==> config.mk <==
export PLATFORM = sky130hd
export DESIGN_NAME = aicx_top
export DESIGN_NICKNAME = d
export VERILOG_FILES = /design/src/rtl/aicx_pkg.sv /design/src/rtl/aicx_bitvec.sv /design/src/rtl/aicx_route.sv /design/src/rtl/aicx_pick.sv /design/src/rtl/aicx_top.sv
export SDC_FILE = /design/constraint.sdc
export NUM_CORES = 1
export LEC_CHECK = 0
export BUFFER_PORTS_ARGS = -buffer_cell sky130_fd_sc_hd__buf_4
export CORE_ASPECT_RATIO = 0.8
export CORE_MARGIN = 2
export CORE_UTILIZATION = 60
export DETAILED_ROUTE_END_ITERATION = 8
export GPL_ROUTABILITY_DRIVEN = 1
export PLACE_DENSITY = 0.9
export SETUP_SLACK_MARGIN = 0.4
export SLEW_MARGIN = 30
export SYNTH_ARGS = -nofsm -noshare
export SYNTH_HDL_FRONTEND = slang
export SYNTH_SLANG_ARGS = --single-unit
==> constraint.sdc <==
create_clock -name clk -period 7.1 [get_ports clk]
set_clock_uncertainty 0.2 [all_clocks]
set_input_delay 1.42 -clock clk [delete_from_list [all_inputs] [get_ports clk]]
set_output_delay 1.42 -clock clk [all_outputs]
set_load 0.01 [all_outputs]
==> src/rtl/aicx_pkg.sv <==
// Package: register offsets and event encoding shared by the controller.
// Assumes a 12-bit byte address space, word-aligned accesses.
package aicx_pkg;
    localparam logic [11:0] OFF_INFO   = 12'h000;
    localparam logic [11:0] OFF_WHOAMI = 12'h004;
    localparam logic [11:0] OFF_EVENT  = 12'h008;
    // Window selectors: bus_addr[11:6]
    localparam logic [5:0]  WIN_SW_SET   = 6'h04;
    localparam logic [5:0]  WIN_SW_CLR   = 6'h05;
    localparam logic [5:0]  WIN_MSK_SET  = 6'h06;
    localparam logic [5:0]  WIN_MSK_CLR  = 6'h07;
    // Routing area selector: bus_addr[11:10]
    localparam logic [1:0]  WIN_ROUTE    = 2'b01;
    localparam logic [15:0] EV_TYPE_HW   = 16'd1;

    typedef struct packed {
        logic [15:0] kind;
        logic [15:0] num;
    } aicx_event_t;
endpackage

==> src/rtl/aicx_bitvec.sv <==
// Module: one bit per source, changed through set and clear word writes plus
// a single-bit acknowledge set. Assumes at most one of set/clr per cycle.
module aicx_bitvec #(
    parameter int NUM_SRC    = 64,
    parameter bit RESET_ONES = 1'b0,
    localparam int IDX_W     = (NUM_SRC > 1) ? $clog2(NUM_SRC) : 1
) (
    input  logic               clk,
    input  logic               rst_n,
    input  logic               set_en,
    input  logic               clr_en,
    input  logic [3:0]         word_sel,
    input  logic [31:0]        wdata,
    input  logic               ack_en,
    input  logic [IDX_W-1:0]   ack_idx,
    output logic [NUM_SRC-1:0] bits_o
);
    logic [NUM_SRC-1:0] bits_q;
    logic [NUM_SRC-1:0] wmask_vec;

    // Expand the written word into a per-source strobe vector.
    for (genvar n = 0; n < NUM_SRC; n++) begin : g_strobe
        assign wmask_vec[n] = (word_sel == 4'(n / 32)) && wdata[n % 32];
    end

    // Apply set, clear and acknowledge to the stored bits.
    always_ff @(posedge clk) begin
        if (!rst_n) begin
            bits_q <= RESET_ONES ? '1 : '0;
        end else begin
            if (set_en) bits_q <= bits_q | wmask_vec;
            else if (clr_en) bits_q <= bits_q & ~wmask_vec;
            else if (ack_en) bits_q[ack_idx] <= 1'b1;
        end
    end

    assign bits_o = bits_q;


    ack_sets_bit_chk: assert property (@(posedge clk) disable iff (!rst_n)
        ack_en |=> bits_q[$past(ack_idx)]);


    set_only_ones_chk: assert property (@(posedge clk) disable iff (!rst_n)
        set_en |=> ((bits_q & ~$past(bits_q) & ~$past(wmask_vec)) == '0));


    clr_only_ones_chk: assert property (@(posedge clk) disable iff (!rst_n)
        clr_en |=> ((~bits_q & $past(bits_q) & ~$past(wmask_vec)) == '0));
endmodule

==> src/rtl/aicx_route.sv <==
// Module: per-source routing registers holding a one-hot processor mask.
// Assumes software writes a one-hot value; any value is stored as written.
module aicx_route #(
    parameter int NUM_SRC = 64,
    parameter int NUM_CPU = 2,
    localparam int IDX_W  = (NUM_SRC > 1) ? $clog2(NUM_SRC) : 1
) (
    input  logic                            clk,
    input  logic                            rst_n,
    input  logic                            wr_en,
    input  logic [IDX_W-1:0]                wr_idx,
    input  logic [NUM_CPU-1:0]              wdata,
    output logic [NUM_SRC-1:0][NUM_CPU-1:0] route_o
);
    logic [NUM_SRC-1:0][NUM_CPU-1:0] route_q;

    // Hold the routing masks; reset points every source at processor 0.
    always_ff @(posedge clk) begin
        if (!rst_n) begin
            for (int n = 0; n < NUM_SRC; n++) route_q[n] <= NUM_CPU'(1);
        end else if (wr_en) begin
            route_q[wr_idx] <= wdata;
        end
    end

    assign route_o = route_q;


    route_write_chk: assert property (@(posedge clk) disable iff (!rst_n)
        wr_en |=> route_q[$past(wr_idx)] == $past(wdata));
endmodule

==> src/rtl/aicx_pick.sv <==
// Module: lowest-index selector over the eligible sources of one processor.
// Assumes cand is already masked and routed; output is combinational.
module aicx_pick #(
    parameter int NUM_SRC = 64,
    localparam int IDX_W  = (NUM_SRC > 1) ? $clog2(NUM_SRC) : 1
) (
    input  logic [NUM_SRC-1:0] cand,
    output logic               valid,
    output logic [IDX_W-1:0]   idx
);
    logic [NUM_SRC-1:0] grant;

    // Isolate the lowest set bit.
    assign grant = cand & (~cand + NUM_SRC'(1));
    assign valid = |cand;

    // Encode the one-hot grant into a source number.
    always_comb begin
        idx = '0;
        for (int n = 0; n < NUM_SRC; n++)
            if (grant[n]) idx = idx | IDX_W'(n);
    end


    always_comb begin
        lowest_wins_chk: assert (!valid || (cand[idx] &&
            ((cand & ((NUM_SRC'(1) << idx) - NUM_SRC'(1))) == '0)));
        one_grant_chk: assert ($onehot0(grant));
    end
endmodule

==> src/rtl/aicx_top.sv <==
// Module: interrupt controller top. Decodes the register bus, combines
// lines with software bits, masks and routes them, and reports events.
// Assumes one bus access per cycle and word-aligned addresses.
module aicx_top #(
    parameter int NUM_SRC = 64,
    parameter int NUM_CPU = 2,
    localparam int CPU_W  = (NUM_CPU > 1) ? $clog2(NUM_CPU) : 1,
    localparam int IDX_W  = (NUM_SRC > 1) ? $clog2(NUM_SRC) : 1,
    localparam int NWORDS = (NUM_SRC + 31) / 32,
    localparam int PADW   = NWORDS * 32
) (
    input  logic               clk,
    input  logic               rst_n,
    input  logic [NUM_SRC-1:0] hw_irq_i,
    input  logic               bus_req,
    input  logic               bus_we,
    input  logic [CPU_W-1:0]   bus_cpu,
    input  logic [11:0]        bus_addr,
    input  logic [31:0]        bus_wdata,
    output logic [31:0]        bus_rdata,
    output logic [NUM_CPU-1:0] irq_o
);
    import aicx_pkg::*;

    logic [NUM_SRC-1:0]              mask_bits, sw_bits, eff_pend;
    logic [NUM_SRC-1:0][NUM_CPU-1:0] route;
    logic [NUM_CPU-1:0]              pick_v;
    logic [IDX_W-1:0]                pick_idx [NUM_CPU];
    logic                            acc, sel_v, ev_rd;
    logic [IDX_W-1:0]                sel_idx;
    logic [5:0]                      win;
    logic [3:0]                      word_sel;
    logic [7:0]                      route_sel;
    logic                            route_hit;
    logic [PADW-1:0]                 mask_pad, sw_pad;
    logic [31:0]                     rd_next;
    aicx_event_t                     ev;

    assign acc       = bus_req && (bus_addr[1:0] == 2'b00);
    assign win       = bus_addr[11:6];
    assign word_sel  = bus_addr[5:2];
    assign route_sel = bus_addr[9:2];
    assign route_hit = (bus_addr[11:10] == WIN_ROUTE) && (32'(route_sel) < NUM_SRC);
    assign ev_rd     = acc && !bus_we && (bus_addr == OFF_EVENT);

    aicx_bitvec #(.NUM_SRC(NUM_SRC), .RESET_ONES(1'b1)) u_mask (
        .clk(clk), .rst_n(rst_n),
        .set_en(acc && bus_we && win == WIN_MSK_SET),
        .clr_en(acc && bus_we && win == WIN_MSK_CLR),
        .word_sel(word_sel), .wdata(bus_wdata),
        .ack_en(ev_rd && sel_v), .ack_idx(sel_idx),
        .bits_o(mask_bits)
    );

    aicx_bitvec #(.NUM_SRC(NUM_SRC), .RESET_ONES(1'b0)) u_soft (
        .clk(clk), .rst_n(rst_n),
        .set_en(acc && bus_we && win == WIN_SW_SET),
        .clr_en(acc && bus_we && win == WIN_SW_CLR),
        .word_sel(word_sel), .wdata(bus_wdata),
        .ack_en(1'b0), .ack_idx('0),
        .bits_o(sw_bits)
    );

    aicx_route #(.NUM_SRC(NUM_SRC), .NUM_CPU(NUM_CPU)) u_route (
        .clk(clk), .rst_n(rst_n),
        .wr_en(acc && bus_we && route_hit),
        .wr_idx(IDX_W'(route_sel)),
        .wdata(bus_wdata[NUM_CPU-1:0]),
        .route_o(route)
    );

    assign eff_pend = hw_irq_i | sw_bits;

    // One selector per processor over its masked, routed sources.
    for (genvar c = 0; c < NUM_CPU; c++) begin : g_cpu
        logic [NUM_SRC-1:0] cand;
        for (genvar n = 0; n < NUM_SRC; n++) begin : g_src
            assign cand[n] = eff_pend[n] && !mask_bits[n] && route[n][c];
        end
        aicx_pick #(.NUM_SRC(NUM_SRC)) u_pick (
            .cand(cand), .valid(pick_v[c]), .idx(pick_idx[c])
        );
        assign irq_o[c] = pick_v[c];
    end

    // Choose the selector result of the requesting processor.
    always_comb begin
        sel_v   = 1'b0;
        sel_idx = '0;
        for (int c = 0; c < NUM_CPU; c++) begin
            if (32'(bus_cpu) == c) begin
                sel_v   = pick_v[c];
                sel_idx = pick_idx[c];
            end
        end
    end

    assign mask_pad = PADW'(mask_bits);
    assign sw_pad   = PADW'(sw_bits);
    assign ev.kind  = sel_v ? EV_TYPE_HW : 16'd0;
    assign ev.num   = sel_v ? 16'(sel_idx) : 16'd0;

    // Build the read data for the addressed register.
    always_comb begin
        rd_next = '0;
        if (bus_addr == OFF_INFO)        rd_next = 32'(NUM_SRC) & 32'h0000_FFFF;
        else if (bus_addr == OFF_WHOAMI) rd_next = 32'(bus_cpu);
        else if (bus_addr == OFF_EVENT)  rd_next = ev;
        else if (win == WIN_SW_SET || win == WIN_SW_CLR) begin
            if (32'(word_sel) < NWORDS) rd_next = sw_pad[32*word_sel +: 32];
        end else if (win == WIN_MSK_SET || win == WIN_MSK_CLR) begin
            if (32'(word_sel) < NWORDS) rd_next = mask_pad[32*word_sel +: 32];
        end else if (route_hit) rd_next = 32'(route[route_sel[IDX_W-1:0]]);
    end

    // Register the read data for the cycle after the request.
    always_ff @(posedge clk) begin
        if (!rst_n)                 bus_rdata <= '0;
        else if (acc && !bus_we)    bus_rdata <= rd_next;
    end


    empty_event_quiet_chk: assert property (@(posedge clk) disable iff (!rst_n)
        (ev_rd && !sel_v) |=> ($stable(mask_bits) && bus_rdata == 32'd0));


    event_type_chk: assert property (@(posedge clk) disable iff (!rst_n)
        ev_rd |=> (bus_rdata[31:16] == 16'd0 || bus_rdata[31:16] == EV_TYPE_HW));


    irq_needs_source_chk: assert property (@(posedge clk) disable iff (!rst_n)
        (|irq_o) |-> ((eff_pend & ~mask_bits) != '0));
endmodule

==> impl_metrics.json, run 1 <==
{
  "core_area_sq_um": 30170,
  "synth_top_family_by_area": "compound AO/OA/AOI/OAI gates",
  "r2r_cells": 10,
  "area_delta_synth_final_pct": 11.66,
  "die_w_microns": 199.3,
  "clkLatencyLatePin_ps": 590,
  "synth_ff_type": "dfxtp_1",
  "dp_slack_ps": 1119,
  "holdPathStages": 1,
  "r2r_end": "u_mask.bits_o[52]$_SDFFE_PN1P_",
  "period_needed_ps": 5798,
  "hold_class": "reg -> reg",
  "cts_root_buffer": "clkbuf_16",
  "setup_ws_ps": 1302,
  "drv_slew": 0,
  "synth_area_leader_cell": "dfxtp_1",
  "wire_per_inst_microns": 28.81,
  "gp_congestion": 1.100,
  "rows": 57,
  "worstPathArrival_ps": 4180,
  "numPortBuffers": 146,
  "ys_types": 75,
  "start_util": 0.6067,
  "grt_overflow": 0,
  "drv_cap": 0,
  "critical_path_class": "in -> out",
  "startpoint": "hw_irq_i[5]",
  "antenna_found_initial": 2,
  "wl_microns": 78360,
  "drtPass1Iterations": 7,
  "synth_xor_area_frac": 0,
  "dpl.hpwl_microns": 55590,
  "synthArstFlopShare": 0,
  "die_y_microns": 160.2,
  "cts_tree": "yes",
  "htreeDepth": 1,
  "p_seq_frac": 0.467,
  "nets": 2402,
  "drc_errors": 0,
  "grt_pass1_wl_microns": 116500,
  "tns_ps": 0,
  "min_from": "bus_rdata[15]$_SDFFE_PN0P_",
  "cts_sinks": 288,
  "cts_buffer_depth": 3,
  "grt_pass1_vias": 19200,
  "ant_nets": 0,
  "synth_top_area_frac": 0.3150,
  "synth_nets": 2378,
  "cts_made_buffers": 29,
  "grt_max_degree": 116,
  "synth_fa_ha_area_frac": 0,
  "critPathCaptureType": "primary output",
  "n_antenna_cell": 0,
  "io_pins": 147,
  "synth-seq-area-share": 0.3150,
  "synthesis.instances": 2265,
  "reg2reg_from": "u_mask.bits_o[42]$_SDFFE_PN1P_",
  "vias": 20564,
  "maxSlewHeadroom": 0.3150,
  "worst_setup_path_start_kind": "input port",
  "period_share": 0.8166,
  "powerDensity_nw_per_um2": 170.5,
  "hold_viol_final": 0,
  "final_area_sq_um": 20440,
  "viasPerCell": 7.560,
  "fmax_ghz": 0.1725,
  "synth_compound_area_frac": 0.3112,
  "syn_area_sq_um": 18300,
  "synth_area_per_cell_sq_um": 8.081,
  "switching_share": 0.2540,
  "cp.required_ps": 5480,
  "cts_hold_buffers": 0,
  "synth_seq_cells": 288,
  "die-area_sq_um": 31930,
  "rsz0062_at_grt": "false",
  "grt_usage": 0.4815,
  "rrSetupSlack_ps": 2010,
  "muxShareOfSynthArea": 0.09092,
  "drt_iter0_drc": 3640,
  "p_int_mw": 2.600,
  "postCtsSetupRepairBufs": 0,
  "yosys-top-cells-area": "dfxtp_1, nand2_1, mux4_2",
  "ctsResizeCount": 0,
  "irDropWorstVdd_mv": 0.1871,
  "clkSlewWorstSetupHoldPaths_ps": 60,
  "yosys.area_share.simple": 0.2439,
  "tightest_slew_ps": 1014,
  "yosysWarnings": 0,
  "min_to": "bus_rdata[15]$_SDFFE_PN0P_",
  "setup-violations-final": 0,
  "power_leakage_nw": 7.897,
  "outcome": "finished, final reports clean",
  "p_sw_uw": 885.2,
  "p_clk_frac": 0.450,
  "crit_fanout": 10,
  "combPwrFrac": 0.084,
  "dpl-instance-area_sq_um": 19480,
  "layout-drive-gt1-share": 0.1717,
  "synth_edf_count": 0
}
[logic make-up after synthesis]
logic type      after synthesis
compound gates              743
buf+inv                     185
flops                       288
mux                          75
simple gates                974
[per-stage QoR]
| stage | hold WS, ps | cells | util | total power [mW] |
|---|---|---|---|---|
| detailed placement | 268.0 | 2671 | 0.6457 | 1.935 |
| global route | 295.1 | 2720 | 0.6775 | 3.536 |
| floorplan | 253.6 | 2265 | - | 1.818 |
| CTS | 284.8 | 2720 | 0.6769 | 3.445 |
| finish | 283.3 | 2720 | 0.6775 | 3.485 |
| global placement | 261.9 | 2671 | 0.6452 | 1.929 |
[routing by layer]
metal	part of all wire	global-route usage	vias to the layer above
met5	0.00045	0	-
met4	0.067	0.2517	4
met3	0.15	0.1449	384
met2	0.40	0.6768	1889
met1	0.38	0.6633	9589
li1	-	-	8698
[layout make-up]
class | count | area [sq um]
multi-input cells | 1792 | 11890
fillers | 2276 | 9729
flip-flops and latches | 288 | 5766
repair buffers | 171 | 1303
clock buffers | 38 | 829.5
well taps | 413 | 516.7
clock inverters | 11 | 111.4
inverters | 7 | 26.28
[worst max-delay path by stage]
| stage | end | slack [ps] |
|---|---|---|
| after detailed placement | irq_o[1] | 1120 |
| final | irq_o[1] | 1300 |
| after global routing | irq_o[1] | 1190 |
| after global placement | u_mask.bits_o[58]$_SDFFE_PN1P_ | 1230 |
| after CTS | irq_o[1] | 1120 |
| after floorplan | irq_o[1] | 1970 |
[cells in the final DEF (no fill, tap or decap), drive strengths merged, types with 8 or more instances in the layout]
cell type,netlist,final
inv,7,8
nand3,189,189
nor3,28,28
and2,27,27
dfxtp,288,288
nand2b,8,8
mux4,73,73
o211ai,11,11
o21ai,158,158
o311a,64,64
a21oi,26,26
a22o,30,30
o211a,64,64
a22oi,56,56
nand2,443,443
or3,12,12
nand4,53,53
a21boi,67,67
clkbuf,147,38
buf,31,171
o21ba,63,63
o31ai,74,74
nor2,143,143
a31oi,76,76
nor4,30,30
[power groups by stage]
| stage | clock [mW] | sequential (mW) | combinational, mW |
|---|---|---|---|
| final | 1.57 | 1.63 | 0.292 |
| after global routing | 1.61 | 1.63 | 0.300 |
| after CTS | 1.54 | 1.63 | 0.276 |
| after detailed placement | 0 | 1.66 | 0.274 |
| after global placement | 0 | 1.66 | 0.268 |
| after floorplan | 0 | 1.66 | 0.158 |
[Yosys cell counts (all sizes together), types with 28 or more instances]
| master | instances |
|---|---|
| nor4 | 30 |
| dfxtp | 288 |
| nand2 | 443 |
| mux4 | 73 |
| clkbuf | 147 |
| nor2 | 143 |
| o21ai | 158 |
| o211a | 64 |
| nor3 | 28 |
| o311a | 64 |
| a31oi | 76 |
| nand3 | 189 |
| a21boi | 67 |
| o21ba | 63 |
| o31ai | 74 |
| buf | 31 |
| nand4 | 53 |
| a22o | 30 |
| a22oi | 56 |
[worst max-delay path, cell delays in order]
cell     delay, ps
buf_4          120
o21ba_2        210
a22oi_1        390
nand4_1        450
nor4_2         650
nand4_1        290
or3b_1         470
buf_4          170
Power figures use the tool's default switching activity.
==> run 2, diff against run 1 <==
==> constraint.sdc (replaced) <==
create_clock -name clk -period 5.8 [get_ports clk]
set_clock_uncertainty 0.2 [all_clocks]
set_input_delay 1.16 -clock clk [delete_from_list [all_inputs] [get_ports clk]]
set_output_delay 1.16 -clock clk [all_outputs]
set_load 0.01 [all_outputs]
==> run 2 against run 1 <==
Count of clock-buffer cells in the layout is 5 higher. Global-route usage is 1.4 points lower. Setup slack worse by 610 ps. Utilization is 0.90 points higher. Critical endpoint unchanged. Highest routed layer unchanged.
==> impl_metrics.json, run 2 (synthesis results as in run 1) <==
{
  "p_int_mw": 3.276,
  "critPathTopFamily": "simple AND/OR/NAND/NOR gates",
  "cpPeakStageDelay_ps": 470,
  "drtPass1Iterations": 9,
  "hold_class": "reg -> reg",
  "power_leakage_nw": 8.058,
  "clkLatencyLatePin_ps": 580,
  "area_delta_synth_final_pct": 13.15,
  "switching_share": 0.2494,
  "r2r_cells": 10,
  "cts_buffer_depth": 3,
  "rsz0062_at_grt": "false",
  "p_sw_mw": 1.088,
  "maxSlewHeadroom": 0.3377,
  "antenna_found_initial": 2,
  "holdPathStages": 2,
  "viasPerCell": 7.503,
  "layout-drive-gt1-share": 0.1813,
  "crit_top_cell": "buf_4",
  "cp_cell_sequence": "buf_4 -> o21ba_2 -> a22oi_1 -> nand4_1 -> buf_4 -> nor3_1 -> nand4_1 -> or3b_1 -> buf_4",
  "powerDensity_nw_per_um2": 210.8,
  "min_from": "bus_rdata[16]$_SDFFE_PN0P_",
  "io_pins": 147,
  "tightest_slew_ps": 984.4,
  "gp_congestion": 1.080,
  "drv_slew": 0,
  "cts_made_buffers": 29,
  "grt_pass1_vias": 18581,
  "r2r_end": "u_mask.bits_o[6]$_SDFFE_PN1P_",
  "cts_hold_buffers": 0,
  "wire_per_inst_microns": 27.82,
  "postCtsSetupRepairBufs": 0,
  "core_area_sq_um": 30170,
  "p_seq_frac": 0.456,
  "die-area_sq_um": 31930,
  "grt_overflow": 0,
  "drv_cap": 0,
  "vias": 20648,
  "combPwrFrac": 0.082,
  "crit_fanout": 5,
  "numPortBuffers": 146,
  "hold_viol_final": 0,
  "htreeDepth": 1,
  "wl_microns": 76560,
  "ctsResizeCount": 0,
  "fmax_ghz": 0.1959,
  "grt_pass1_wl_microns": 113200,
  "worst_setup_path_start_kind": "input port",
  "critPathBufInv": 3,
  "final_area_sq_um": 20710,
  "drt_iter0_drc": 3156,
  "grt_max_degree": 130,
  "critPathCaptureType": "primary output",
  "die_y_microns": 160.2,
  "final_common_cell": "nand2_1",
  "min_to": "bus_rdata[16]$_SDFFE_PN0P_",
  "nets": 2431,
  "layout_common_cells": "nand2_1, dfxtp_1, buf_4, nand3_1, o21ai_0",
  "p_clk_frac": 0.462,
  "drc_errors": 0,
  "n_antenna_cell": 0,
  "hold_slack_ps": 267.5,
  "period_share": 0.8801,
  "worstPathArrival_ps": 3740,
  "period_needed_ps": 5105,
  "cp.required_ps": 4440,
  "cts_tree": "yes",
  "tns_ps": 0,
  "grt_usage": 0.4675,
  "setup-violations-final": 0,
  "outcome": "finished, final reports clean",
  "cts_sinks": 288,
  "rrSetupSlack_ps": 1300,
  "cts_root_buffer": "clkbuf_16",
  "die_w_microns": 199.3,
  "dpl.hpwl_microns": 55010,
  "critical_path_class": "in -> out",
  "clkSlewWorstSetupHoldPaths_ps": 60,
  "ant_nets": 0,
  "nFillCells": 2324,
  "rows": 57,
  "irDropWorstVdd_mv": 0.2689,
  "dpl-instance-area_sq_um": 19690,
  "start_util": 0.6067,
  "slowest_stage": "a22oi_1"
}
==> run 2: worst min-delay path, cell delays in order, from the launching register on <==
cell and delay [ps]:
dfxtp_1 330, nand2_1 50, o21ai_0 60
==> run 2: routing by layer <==
metal	vias to the layer above	global-route usage	routed length, microns
met5	-	0.01698	106
met1	9867	0.6553	29900
li1	8766	-	-
met4	6	0.2157	4256
met2	1709	0.6703	31550
met3	300	0.1208	10740
==> run 2: power groups by stage <==
| stage | logic, mW | clock network [mW] | registers (mW) |
|---|---|---|---|
| floorplan | 0.194 | 0 | 2.03 |
| global placement | 0.333 | 0 | 2.03 |
| detailed placement | 0.339 | 0 | 2.03 |
| CTS | 0.342 | 2.00 | 1.99 |
| global route | 0.369 | 2.09 | 1.99 |
| finish | 0.359 | 2.02 | 1.99 |
==> run 2: how the worst max path moves through the flow <==
| stage | from | endpoint | slack (ps) | cells past startpoint |
|---|---|---|---|---|
| detailed placement | hw_irq_i[49] | u_mask.bits_o[6]$_SDFFE_PN1P_ | 690 | 11 |
| global route | hw_irq_i[38] | irq_o[1] | 580 | 9 |
| floorplan | hw_irq_i[8] | irq_o[1] | 1190 | 8 |
| CTS | hw_irq_i[38] | irq_o[1] | 820 | 9 |
| finish | hw_irq_i[38] | irq_o[1] | 700 | 9 |
| global placement | hw_irq_i[49] | u_mask.bits_o[62]$_SDFFE_PN1P_ | 670 | 11 |
==> run 2: layout make-up <==
cell class	instances	area (sq um)	share of cell area
clock inverters	9	131.4	0.006344
inverters	7	26.28	0.001269
well taps	413	516.7	0.02495
multi-input cells	1792	11880	0.5734
clock buffers	43	878.3	0.04241
flip-flops and latches	288	5766	0.2784
repair buffers	200	1516	0.07322
==> run 2: metrics by stage <==
stage	setup WS [ps]	std cells	power [mW]	utilization
floorplan	1194	2265	2.225	-
CTS	815.6	2752	4.331	0.6861
detailed placement	692.8	2700	2.373	0.6526
finish	695.3	2752	4.365	0.6865
global placement	669.1	2700	2.367	0.6524
global route	580.6	2752	4.444	0.6865
